[src/rtl/irqv_pkg.sv]
package irqv_pkg;
   localparam int WORD_W      = 32;
   localparam int OFS_REV     = 'h00;
   localparam int OFS_SYSCFG  = 'h10;
   localparam int OFS_SYSSTAT = 'h14;
   localparam int OFS_ACTIVE  = 'h40;
   localparam int OFS_CTRL    = 'h48;
   localparam int OFS_THRESH  = 'h68;
   localparam int OFS_BANK0   = 'h88;
   localparam int BANK_STRIDE = 'h20;
   localparam int SPUR_BIT    = 7;
   localparam int CFG_SRST_BIT = 1;
   localparam int CTRL_EOI_BIT = 0;

   typedef enum int {
      BK_MASK_CLR = 0,
      BK_MASK_SET = 4,
      BK_TRIG_SET = 8,
      BK_TRIG_CLR = 12
   } bank_reg_e;

   function automatic int bank_addr(input int bank, input bank_reg_e which);
      return OFS_BANK0 + bank * BANK_STRIDE + int'(which);
   endfunction
endpackage

[src/rtl/irqv_bank.sv]
module irqv_bank
   import irqv_pkg::*;
#(
   parameter int LINES = WORD_W
) (
   input  logic             clk,
   input  logic             rst_n,
   input  logic             srst,
   input  logic             mask_clr,
   input  logic             mask_set,
   input  logic             trig_set,
   input  logic             trig_clr,
   input  logic [LINES-1:0] wdata,
   input  logic [LINES-1:0] raw,
   output logic [LINES-1:0] mask_o,
   output logic [LINES-1:0] trig_o,
   output logic [LINES-1:0] pend_o
);
   logic [LINES-1:0] mask_q, trig_q;

   always_ff @(posedge clk or negedge rst_n) begin
      if (!rst_n) begin
         mask_q <= '1;
         trig_q <= '0;
      end else if (srst) begin
         mask_q <= '1;
         trig_q <= '0;
      end else begin
         if (mask_set)      mask_q <= mask_q | wdata;
         else if (mask_clr) mask_q <= mask_q & ~wdata;
         if (trig_set)      trig_q <= trig_q | wdata;
         else if (trig_clr) trig_q <= trig_q & ~wdata;
      end
   end

   assign mask_o = mask_q;
   assign trig_o = trig_q;
   assign pend_o = (raw | trig_q) & ~mask_q;
endmodule

[src/rtl/irqv_pick.sv]
module irqv_pick #(
   parameter int N    = 128,
   localparam int ID_W = (N > 1) ? $clog2(N) : 1
) (
   input  logic [N-1:0]    req,
   output logic            found,
   output logic [ID_W-1:0] idx
);
   always_comb begin
      found = 1'b0;
      idx   = '0;
      for (int i = N - 1; i >= 0; i--) begin
         if (req[i]) begin
            found = 1'b1;
            idx   = ID_W'(i);
         end
      end
   end
endmodule

[src/rtl/irqv_srst.sv]
module irqv_srst #(
   parameter int CYCLES = 4,
   localparam int CW = $clog2(CYCLES + 1)
) (
   input  logic clk,
   input  logic rst_n,
   input  logic start,
   output logic busy
);
   logic [CW-1:0] cnt_q;

   always_ff @(posedge clk or negedge rst_n) begin
      if (!rst_n)            cnt_q <= '0;
      else if (start)        cnt_q <= CW'(CYCLES);
      else if (cnt_q != '0)  cnt_q <= cnt_q - 1'b1;
   end

   assign busy = (cnt_q != '0);
endmodule

[src/rtl/irqv_ctrl.sv]
module irqv_ctrl
   import irqv_pkg::*;
#(
   parameter int NUM_BANKS   = 4,
   parameter int ADDR_W      = 8,
   parameter int SRST_CYCLES = 4,
   parameter int REV_MAJOR   = 2,
   parameter int REV_MINOR   = 1,
   parameter int THRESH_W    = 8
) (
   input  logic                        clk,
   input  logic                        rst_n,
   input  logic [NUM_BANKS*WORD_W-1:0] irq_in,
   input  logic [ADDR_W-1:0]           bus_addr,
   input  logic                        bus_wr_en,
   input  logic [WORD_W-1:0]           bus_wdata,
   input  logic                        bus_rd_en,
   output logic [WORD_W-1:0]           bus_rdata,
   output logic                        cpu_irq
);
   localparam int NUM_LINES = NUM_BANKS * WORD_W;
   localparam int ID_W      = $clog2(NUM_LINES);
   localparam logic [THRESH_W-1:0] THRESH_RST = '1;

   generate
      if (NUM_BANKS < 1 || NUM_BANKS > 4)
         $error("irqv_ctrl: NUM_BANKS must be 1..4");
      if (bank_addr(NUM_BANKS - 1, BK_TRIG_CLR) >= (1 << ADDR_W))
         $error("irqv_ctrl: ADDR_W too small for bank registers");
      if (SRST_CYCLES < 1)
         $error("irqv_ctrl: SRST_CYCLES must be at least 1");
      if (THRESH_W < 1 || THRESH_W > WORD_W)
         $error("irqv_ctrl: THRESH_W out of range");
      if (REV_MAJOR > 15 || REV_MINOR > 15 || REV_MAJOR < 0 || REV_MINOR < 0)
         $error("irqv_ctrl: revision fields are 4 bits");
   endgenerate

   logic                  busy, wr_ok, srst_start, eoi, srst_any;
   logic [NUM_LINES-1:0]  pend;
   logic [NUM_BANKS-1:0][WORD_W-1:0] mask_w, trig_w;
   logic                  found;
   logic [ID_W-1:0]       win;
   logic                  vec_valid_q;
   logic [ID_W-1:0]       vec_q;
   logic [THRESH_W-1:0]   thresh_q;
   logic [WORD_W-1:0]     rd_mux;

   function automatic logic hit(input logic [ADDR_W-1:0] a, input int ofs);
      return a == ADDR_W'(ofs);
   endfunction

   assign wr_ok      = bus_wr_en && !busy;
   assign srst_start = wr_ok && hit(bus_addr, OFS_SYSCFG) && bus_wdata[CFG_SRST_BIT];
   assign eoi        = wr_ok && hit(bus_addr, OFS_CTRL) && bus_wdata[CTRL_EOI_BIT];
   assign srst_any   = srst_start || busy;

   irqv_srst #(.CYCLES(SRST_CYCLES)) u_srst (
      .clk   (clk),
      .rst_n (rst_n),
      .start (srst_start),
      .busy  (busy)
   );

   for (genvar b = 0; b < NUM_BANKS; b++) begin : g_bank
      irqv_bank #(.LINES(WORD_W)) u_bank (
         .clk      (clk),
         .rst_n    (rst_n),
         .srst     (srst_any),
         .mask_clr (wr_ok && hit(bus_addr, bank_addr(b, BK_MASK_CLR))),
         .mask_set (wr_ok && hit(bus_addr, bank_addr(b, BK_MASK_SET))),
         .trig_set (wr_ok && hit(bus_addr, bank_addr(b, BK_TRIG_SET))),
         .trig_clr (wr_ok && hit(bus_addr, bank_addr(b, BK_TRIG_CLR))),
         .wdata    (bus_wdata),
         .raw      (irq_in[b*WORD_W +: WORD_W]),
         .mask_o   (mask_w[b]),
         .trig_o   (trig_w[b]),
         .pend_o   (pend[b*WORD_W +: WORD_W])
      );
   end

   irqv_pick #(.N(NUM_LINES)) u_pick (
      .req   (pend),
      .found (found),
      .idx   (win)
   );

   always_ff @(posedge clk or negedge rst_n) begin
      if (!rst_n) begin
         vec_valid_q <= 1'b0;
         vec_q       <= '0;
      end else if (srst_any) begin
         vec_valid_q <= 1'b0;
         vec_q       <= '0;
      end else if (eoi || !vec_valid_q) begin
         vec_valid_q <= found;
         vec_q       <= found ? win : '0;
      end
   end

   always_ff @(posedge clk or negedge rst_n) begin
      if (!rst_n)                              thresh_q <= THRESH_RST;
      else if (srst_any)                       thresh_q <= THRESH_RST;
      else if (wr_ok && hit(bus_addr, OFS_THRESH)) thresh_q <= bus_wdata[THRESH_W-1:0];
   end

   always_comb begin
      rd_mux = '0;
      if (hit(bus_addr, OFS_REV)) begin
         rd_mux[7:4] = 4'(REV_MAJOR);
         rd_mux[3:0] = 4'(REV_MINOR);
      end else if (hit(bus_addr, OFS_SYSSTAT)) begin
         rd_mux[0] = !busy;
      end else if (hit(bus_addr, OFS_ACTIVE)) begin
         rd_mux[ID_W-1:0] = vec_q;
         rd_mux[SPUR_BIT] = !vec_valid_q || !pend[vec_q];
      end else if (hit(bus_addr, OFS_THRESH)) begin
         rd_mux[THRESH_W-1:0] = thresh_q;
      end
      for (int b = 0; b < NUM_BANKS; b++) begin
         if (hit(bus_addr, bank_addr(b, BK_MASK_CLR)) || hit(bus_addr, bank_addr(b, BK_MASK_SET)))
            rd_mux = mask_w[b];
         if (hit(bus_addr, bank_addr(b, BK_TRIG_SET)) || hit(bus_addr, bank_addr(b, BK_TRIG_CLR)))
            rd_mux = trig_w[b];
      end
   end

   always_ff @(posedge clk or negedge rst_n) begin
      if (!rst_n)         bus_rdata <= '0;
      else if (bus_rd_en) bus_rdata <= rd_mux;
   end

   assign cpu_irq = vec_valid_q;
endmodule

[config.mk]
export PLATFORM = sky130hd
export DESIGN_NAME = irqv_ctrl
export DESIGN_NICKNAME = d
export VERILOG_FILES = /design/src/rtl/irqv_pkg.sv /design/src/rtl/irqv_bank.sv /design/src/rtl/irqv_pick.sv /design/src/rtl/irqv_srst.sv /design/src/rtl/irqv_ctrl.sv
export SDC_FILE = /design/constraint.sdc
export NUM_CORES = 1
export LEC_CHECK = 0
export ABC_AREA = 1
export BUFFER_PORTS_ARGS = -buffer_cell sky130_fd_sc_hd__buf_2
export CORE_MARGIN = 5
export CORE_UTILIZATION = 40
export DETAILED_ROUTE_END_ITERATION = 8
export GPL_TIMING_DRIVEN = 0
export PLACE_DENSITY = 0.62
export SLEW_MARGIN = 20
export SYNTH_ARGS = -nofsm -noshare
export SYNTH_HDL_FRONTEND = slang
export SYNTH_SLANG_ARGS = --single-unit
[constraint.sdc]
create_clock -name clk -period 13.7 [get_ports clk]
set_input_delay 1.37 -clock clk [delete_from_list [all_inputs] [get_ports clk]]
set_output_delay 1.37 -clock clk [all_outputs]
set_load 0.02 [all_outputs]
======== After elaboration in Yosys (flattened, before gate mapping) ========
Index checks and enable logic that the tools add are counted.
storage, ports and cells
  ROM bits ................................ 0
  latch bits .............................. 0
  logic and storage cells ................. 418
  register bits after elaboration ......... 307
  RAM bits ................................ 0
  memories kept ........................... 0
  input bits .............................. 172
  output and inout bits ................... 33
cells by class
  shifts and indexed selects .............. 0
  add/subtract/negate cells ............... 1
  reductions and logical operators ........ 49
  multiply operators ...................... 0
  $lt $le $gt $ge ......................... 1
  mux-type cells .......................... 304
  bitwise gates (word level) .............. 29
  div/mod/pow operators ................... 0
  equality and inequality tests ........... 21
operators by type and width
  operator                                                                count
  32-bit 2-to-1 mux                                                       32
  7-bit 2-to-1 mux                                                        132
  32-bit bitwise AND                                                      12
  32-bit bitwise OR                                                       12
  32-bit inverter                                                         5
  1-bit 2-to-1 mux                                                        132
  8-bit equality test (second input constant)                             16
  8-bit 2-to-1 mux                                                        5
  3-bit nonzero test                                                      9
  8-bit by 7-bit equality test with 1-bit output (second input constant)  3
  1-bit logical AND                                                       22
  8-bit by 5-bit equality test with 1-bit output (second input constant)  2
  1-bit logical OR                                                        11
  8-bit logical NOT                                                       1
  7-bit by 8-bit < comparator with 1-bit output (second input constant)   1
  1-bit binary-select mux with 7-bit select                               1
  3-bit 2-to-1 mux                                                        2
  2-bit nonzero test                                                      3
  1-bit logical NOT                                                       3
  3-bit by 1-bit subtractor with 3-bit output (second input constant)     1

======== Longest topological paths before layout ========
  depth after elaboration ................. 133
  gate-level depth with buffers ........... 128
  depth with buffers taken out ............ 128

======== Modules after synthesis ========
Synthesis repeated with hierarchy kept, for this count alone.
unflattened totals
  cell total of the unflattened synthesis .. 3693
  area total of the unflattened synthesis .. 22595.4 µm²
by module, submodules not included
  module     area an instance (µm²)  sequential area each (µm²)  instances  cells each
  irqv_bank  3751.1                  1641.6                      4          579
  irqv_ctrl  5073.6                  1211.2                      1          884
  irqv_pick  2343.5                  0.0                         1          471
  irqv_srst  173.9                   75.1                        1          22

======== Least setup slack after synthesis ========
OpenSTA, ideal clock, no wires.
  path type ............................... in2reg
  start point ............................. input port irq_in[127]
  end point ............................... register vec_q[0]
  cell stages on the path ................. 128
  data required time ...................... 13.583 ns
  path slack .............................. 6.542 ns
  data arrival time ....................... 7.042 ns
  path buffers ............................ 0
  cell sequence ........................... nor2_1 nor2_2 nand2_1 nand2_1 nand2_1 nand2_1 nand2_1 nand2_1 nand2_1 nand2_1 nand2_1 nand2_1 nand2_1 nand2_1 nand2_1 nand2_1 nand2_1 nand2_1 [92 not listed] nand2_1 nand2_1 nand2_1 nand2_1 nand2_1 nand2_1 nand2_1 nand2_1 nand2_1 nand2_1 nand2_1 nand2_1 nand2_1 nand2_1 nand2_1 nand2_1 nand2_1 nand2_1
between the ends
  longest elaborated chain between the ends .. 133
  elaborated cells between the ends (all ways) .. 261
  those cells by class .................... mux: 259; bitwise: 2
ends and longest elaborated chain
  what                                                                         line             source
  start: declaration                                                           irqv_ctrl.sv:13  input logic [NUM_BANKS*WORD_W-1:0] irq_in,
  32-bit bitwise OR (*)                                                        irqv_bank.sv:38  assign pend_o = (raw | trig_q) & ~mask_q;
  32-bit bitwise AND (*)                                                       irqv_bank.sv:38
  7-bit 2-to-1 mux / 1-bit 2-to-1 mux (equally long branches) (128 in series)  irqv_pick.sv:13  if (req[i]) begin
  7-bit 2-to-1 mux (*)                                                         irqv_ctrl.sv:96  vec_q <= found ? win : '0;
  7-bit 2-to-1 mux (*)                                                         irqv_ctrl.sv:94  end else if (eoi || !vec_valid_q) begin
  7-bit 2-to-1 mux (*)                                                         irqv_ctrl.sv:91  end else if (srst_any) begin
  end signal: assignment                                                       irqv_ctrl.sv:96
  end: declaration                                                             irqv_ctrl.sv:44  logic [ID_W-1:0] vec_q;
Mark *: on every way between the ends. The rest lies on a longest branch, timed or not. The select of a mux whose other input is x is not followed.
A chain may end at the register's enable or synchronous reset.

======== Worst setup path in the final report ========
Same ends and word-level chain as after synthesis.

==> reports/summary.txt <==
outcome: finished clean
period utilization: 69.4%
placed wire-length estimate: 70.5 mm
synthesized instance count: 2574
die height: 229 µm
critical path class: input port to flop
top post-synthesis cells by area: dfrtp_1, dfstp_2, nand2_1
critical path fanouts, max: 2
critical path's slowest cell: nand2_1
reg-to-reg endpoint: vec_q[0]
largest net degree at the start of global routing: 91
antenna viol nets, final: 0
synthesized flop and latch total: 307
clk_lat worst skew: 0.57 ns
Hold Path Stages: 2
fin nets: 2987
Util after Layout: 46.9%
GPL Wtd Cong: 1.04
clock share of power: 26.9%
max_cap viols: 0
Syn Nets: 2748
final setup fails: 0
Remaining DRCs: 0
grt ovf: 0
top_reg_cell synth: dfrtp_1
die width: 229 µm
peak supply drop: 99.4 µV
Core ar.: 47400 µm²
CP dominant cell by count: nand2_1
Syn-to-layout area delta: 16.6%
number of synthesized flops with an enable pin: 0
NetSw: 1.79 mW
fraction of the yosys area taken by sequential cells: 41.1%
final hold violations: 0
Post-CTS Setup Bufs: 0
P_int: 2.15 mW
top-area cell type share of the netlist area: 22.4%
Worst Reg-to-Reg Cells: 126
total wire length: 96.7 mm
ys async rst share: 100%
n_diodes: 0
Worst Path Arrival: 9.95 ns
P_leak: 9.97 nW
hold_sp: g_bank[1].u_bank.mask_o[24]
min cycle time layout: 9.51 ns
worst hold path class: flop to flop
leading cell type in the layout, fill and taps excluded: nand2_1
CTS tree: done
most frequent cells in the layout: nand2_1, o21ai_0, nor2_1
initial antenna violation count: 1
clock root buffer: clkbuf_16
Final Max Tran Viols: 0
Avg WL per Cell: 28.0 µm
Post-CTS Resized: 0
Distinct cells, synth: 46
Syn Std Cell Area: 19100 µm²
sequential share of power: 29.5%
switching share of power: 45.5%
Pre-antenna DRT Iters: 6
Slew HR: 11.6%
Worst-path clk slew: 0.06 ns
clk sink count: 307
Total GRT Usage: 35.4%
Inserted Clock Buffers: 38
number of DRC markers in iteration 0: 2859
layout cells sized above 1: 17.5%
syn_area_per_cell: 7.42 µm²
first-pass GRT wire length: 136 mm
Clock Tree Buf Depth: 3
vias in the first global route: 19800
reg2reg start: g_bank[3].u_bank.mask_o[29]
Hold EP: g_bank[1].u_bank.mask_o[24]
max frequency: 0.105 GHz
R2R Setup Slk: 4.64 ns
H-tree depth: 2
Fin Clk Skew: 0.0231 ns
dominant cell type by area after synthesis: dfrtp_1
setup TNS: 0 ns
Pwr per Cell Area: 177 nW/µm²
Critical Path Max Stage Delay: 0.13 ns
port buffer count: 193
Worst Path Required: 14.13 ns
vias per cell: 6.01
Yosys warnings: 0
Hold-fix buffers, CTS: 0
RSZ-0062 raised after global routing: no
CP Capture Type: flop
Worst Max-Slew Pin Slew: 1.33 ns
Logic pwr share: 43.6%
initial core utilization: 40.3%
Ports: 205
vias: 20800
DIE AREA: 52200 µm²
crit path launch type: input port
FP Rows: 80
-- area by class of cell --
| type | instances | area (µm²) |
|---|---|---|
| Buffer | 153 | 593 |
| Multi-Input combinational cell | 1839 | 9400 |
| Inverter | 275 | 1280 |
| Sequential cell | 307 | 7850 |
| Fill cell | 4872 | 25200 |
| Timing Repair Buffer | 199 | 1090 |
| Tap cell | 615 | 769 |
| Clock buffer | 55 | 1160 |
| Clock inverter | 15 | 131 |
-- cell usage after synthesis (2+ instances only) --
cell type	count
a2111oi_0	10
a211oi_1	18
a21boi_1	2
a21oi_1	260
a221o_1	3
a221oi_1	6
a22oi_1	26
a31oi_1	12
buf_1	9
bufinv_8	18
clkbuf_1	143
clkinv_1	4
dfrtp_1	171
dfstp_2	136
ha_1	2
inv_1	252
mux2_2	9
nand2_1	546
nand3_1	40
nand4_1	8
nor2_1	338
nor2_2	4
nor3_1	10
nor4_1	2
o2111ai_1	8
o211ai_1	18
o21ai_0	362
o21ai_1	12
o21ai_2	3
o21ai_4	26
o21bai_1	14
o21bai_2	2
o21bai_4	22
o221ai_1	39
o22ai_1	14
o311a_1	12
o31ai_1	3
o32ai_1	2
-- logic make-up after synthesis --
logic type / count (synthesis) / share of synthesized area [%]
simple gates: 949 / 19.2
flops: 307 / 41.1
buf+inv: 428 / 9.76
fa+ha+maj: 2 / 0.131
mux: 9 / 0.531
compound gates: 879 / 29.3
-- routing by layer --
layer  vias to the layer above  GRT usage (%)  wire, µm
met5                         -              0         0
met1                     10100           47.6     39100
met2                      1324           55.1     42800
met4                         0           18.2      5700
li1                       9088              -         -
met3                       242           6.02      9130
-- sequential cells by signal (all words and copies together) (netlist names) --
signal,cells
bus_rdata,32
cpu_irq,1
g_bank.u_bank.mask_o,128
g_bank.u_bank.trig_o,128
thresh_q,8
u_srst.cnt_q,3
vec_q,7
-- worst max path at each step --
stage / startpoint / endpoint / slack (ns) / cells after the start
global route: irq_in[127] / vec_q[0] / 3.28 / 129
floorplan: irq_in[127] / vec_q[0] / 6.54 / 128
CTS: irq_in[127] / vec_q[0] / 4.43 / 129
global placement: irq_in[127] / vec_q[0] / 3.82 / 129
detailed placement: irq_in[127] / vec_q[0] / 3.90 / 129
finish: irq_in[127] / vec_q[0] / 4.19 / 129
-- power by group through the flow --
| stage | clock [mW] | sequential (mW) | combinational [mW] |
|---|---|---|---|
| 4_1_cts | 1.06 | 1.16 | 1.65 |
| 3_3_place_gp | 0 | 1.17 | 1.63 |
| 5_1_grt | 1.10 | 1.17 | 1.82 |
| 2_1_floorplan | 0 | 1.15 | 0.938 |
| 3_5_place_dp | 0 | 1.17 | 1.65 |
| 6_report | 1.06 | 1.16 | 1.72 |
-- per-stage QoR --
step | total power, mW | area (µm²) | cells | hold slack [ns] | setup slack [ns]
2_1_floorplan | 2.09 | 19100 | 2574 | 0.469 | 6.54
3_3_place_gp | 2.80 | 20800 | 3382 | 0.475 | 3.82
3_5_place_dp | 2.82 | 21000 | 3388 | 0.483 | 3.90
4_1_cts | 3.87 | 22300 | 3458 | 0.495 | 4.43
5_1_grt | 4.09 | 22300 | 3458 | 0.507 | 3.28
6_report | 3.94 | 22300 | 3458 | 0.492 | 4.19
-- worst max-delay path: cells and delay by family --
kind                   cells  cell delay, ns
AND/OR/NAND/NOR          128            8.49
buffers and inverters      1            0.10
Note: power is estimated with default switching activity, not from simulation.
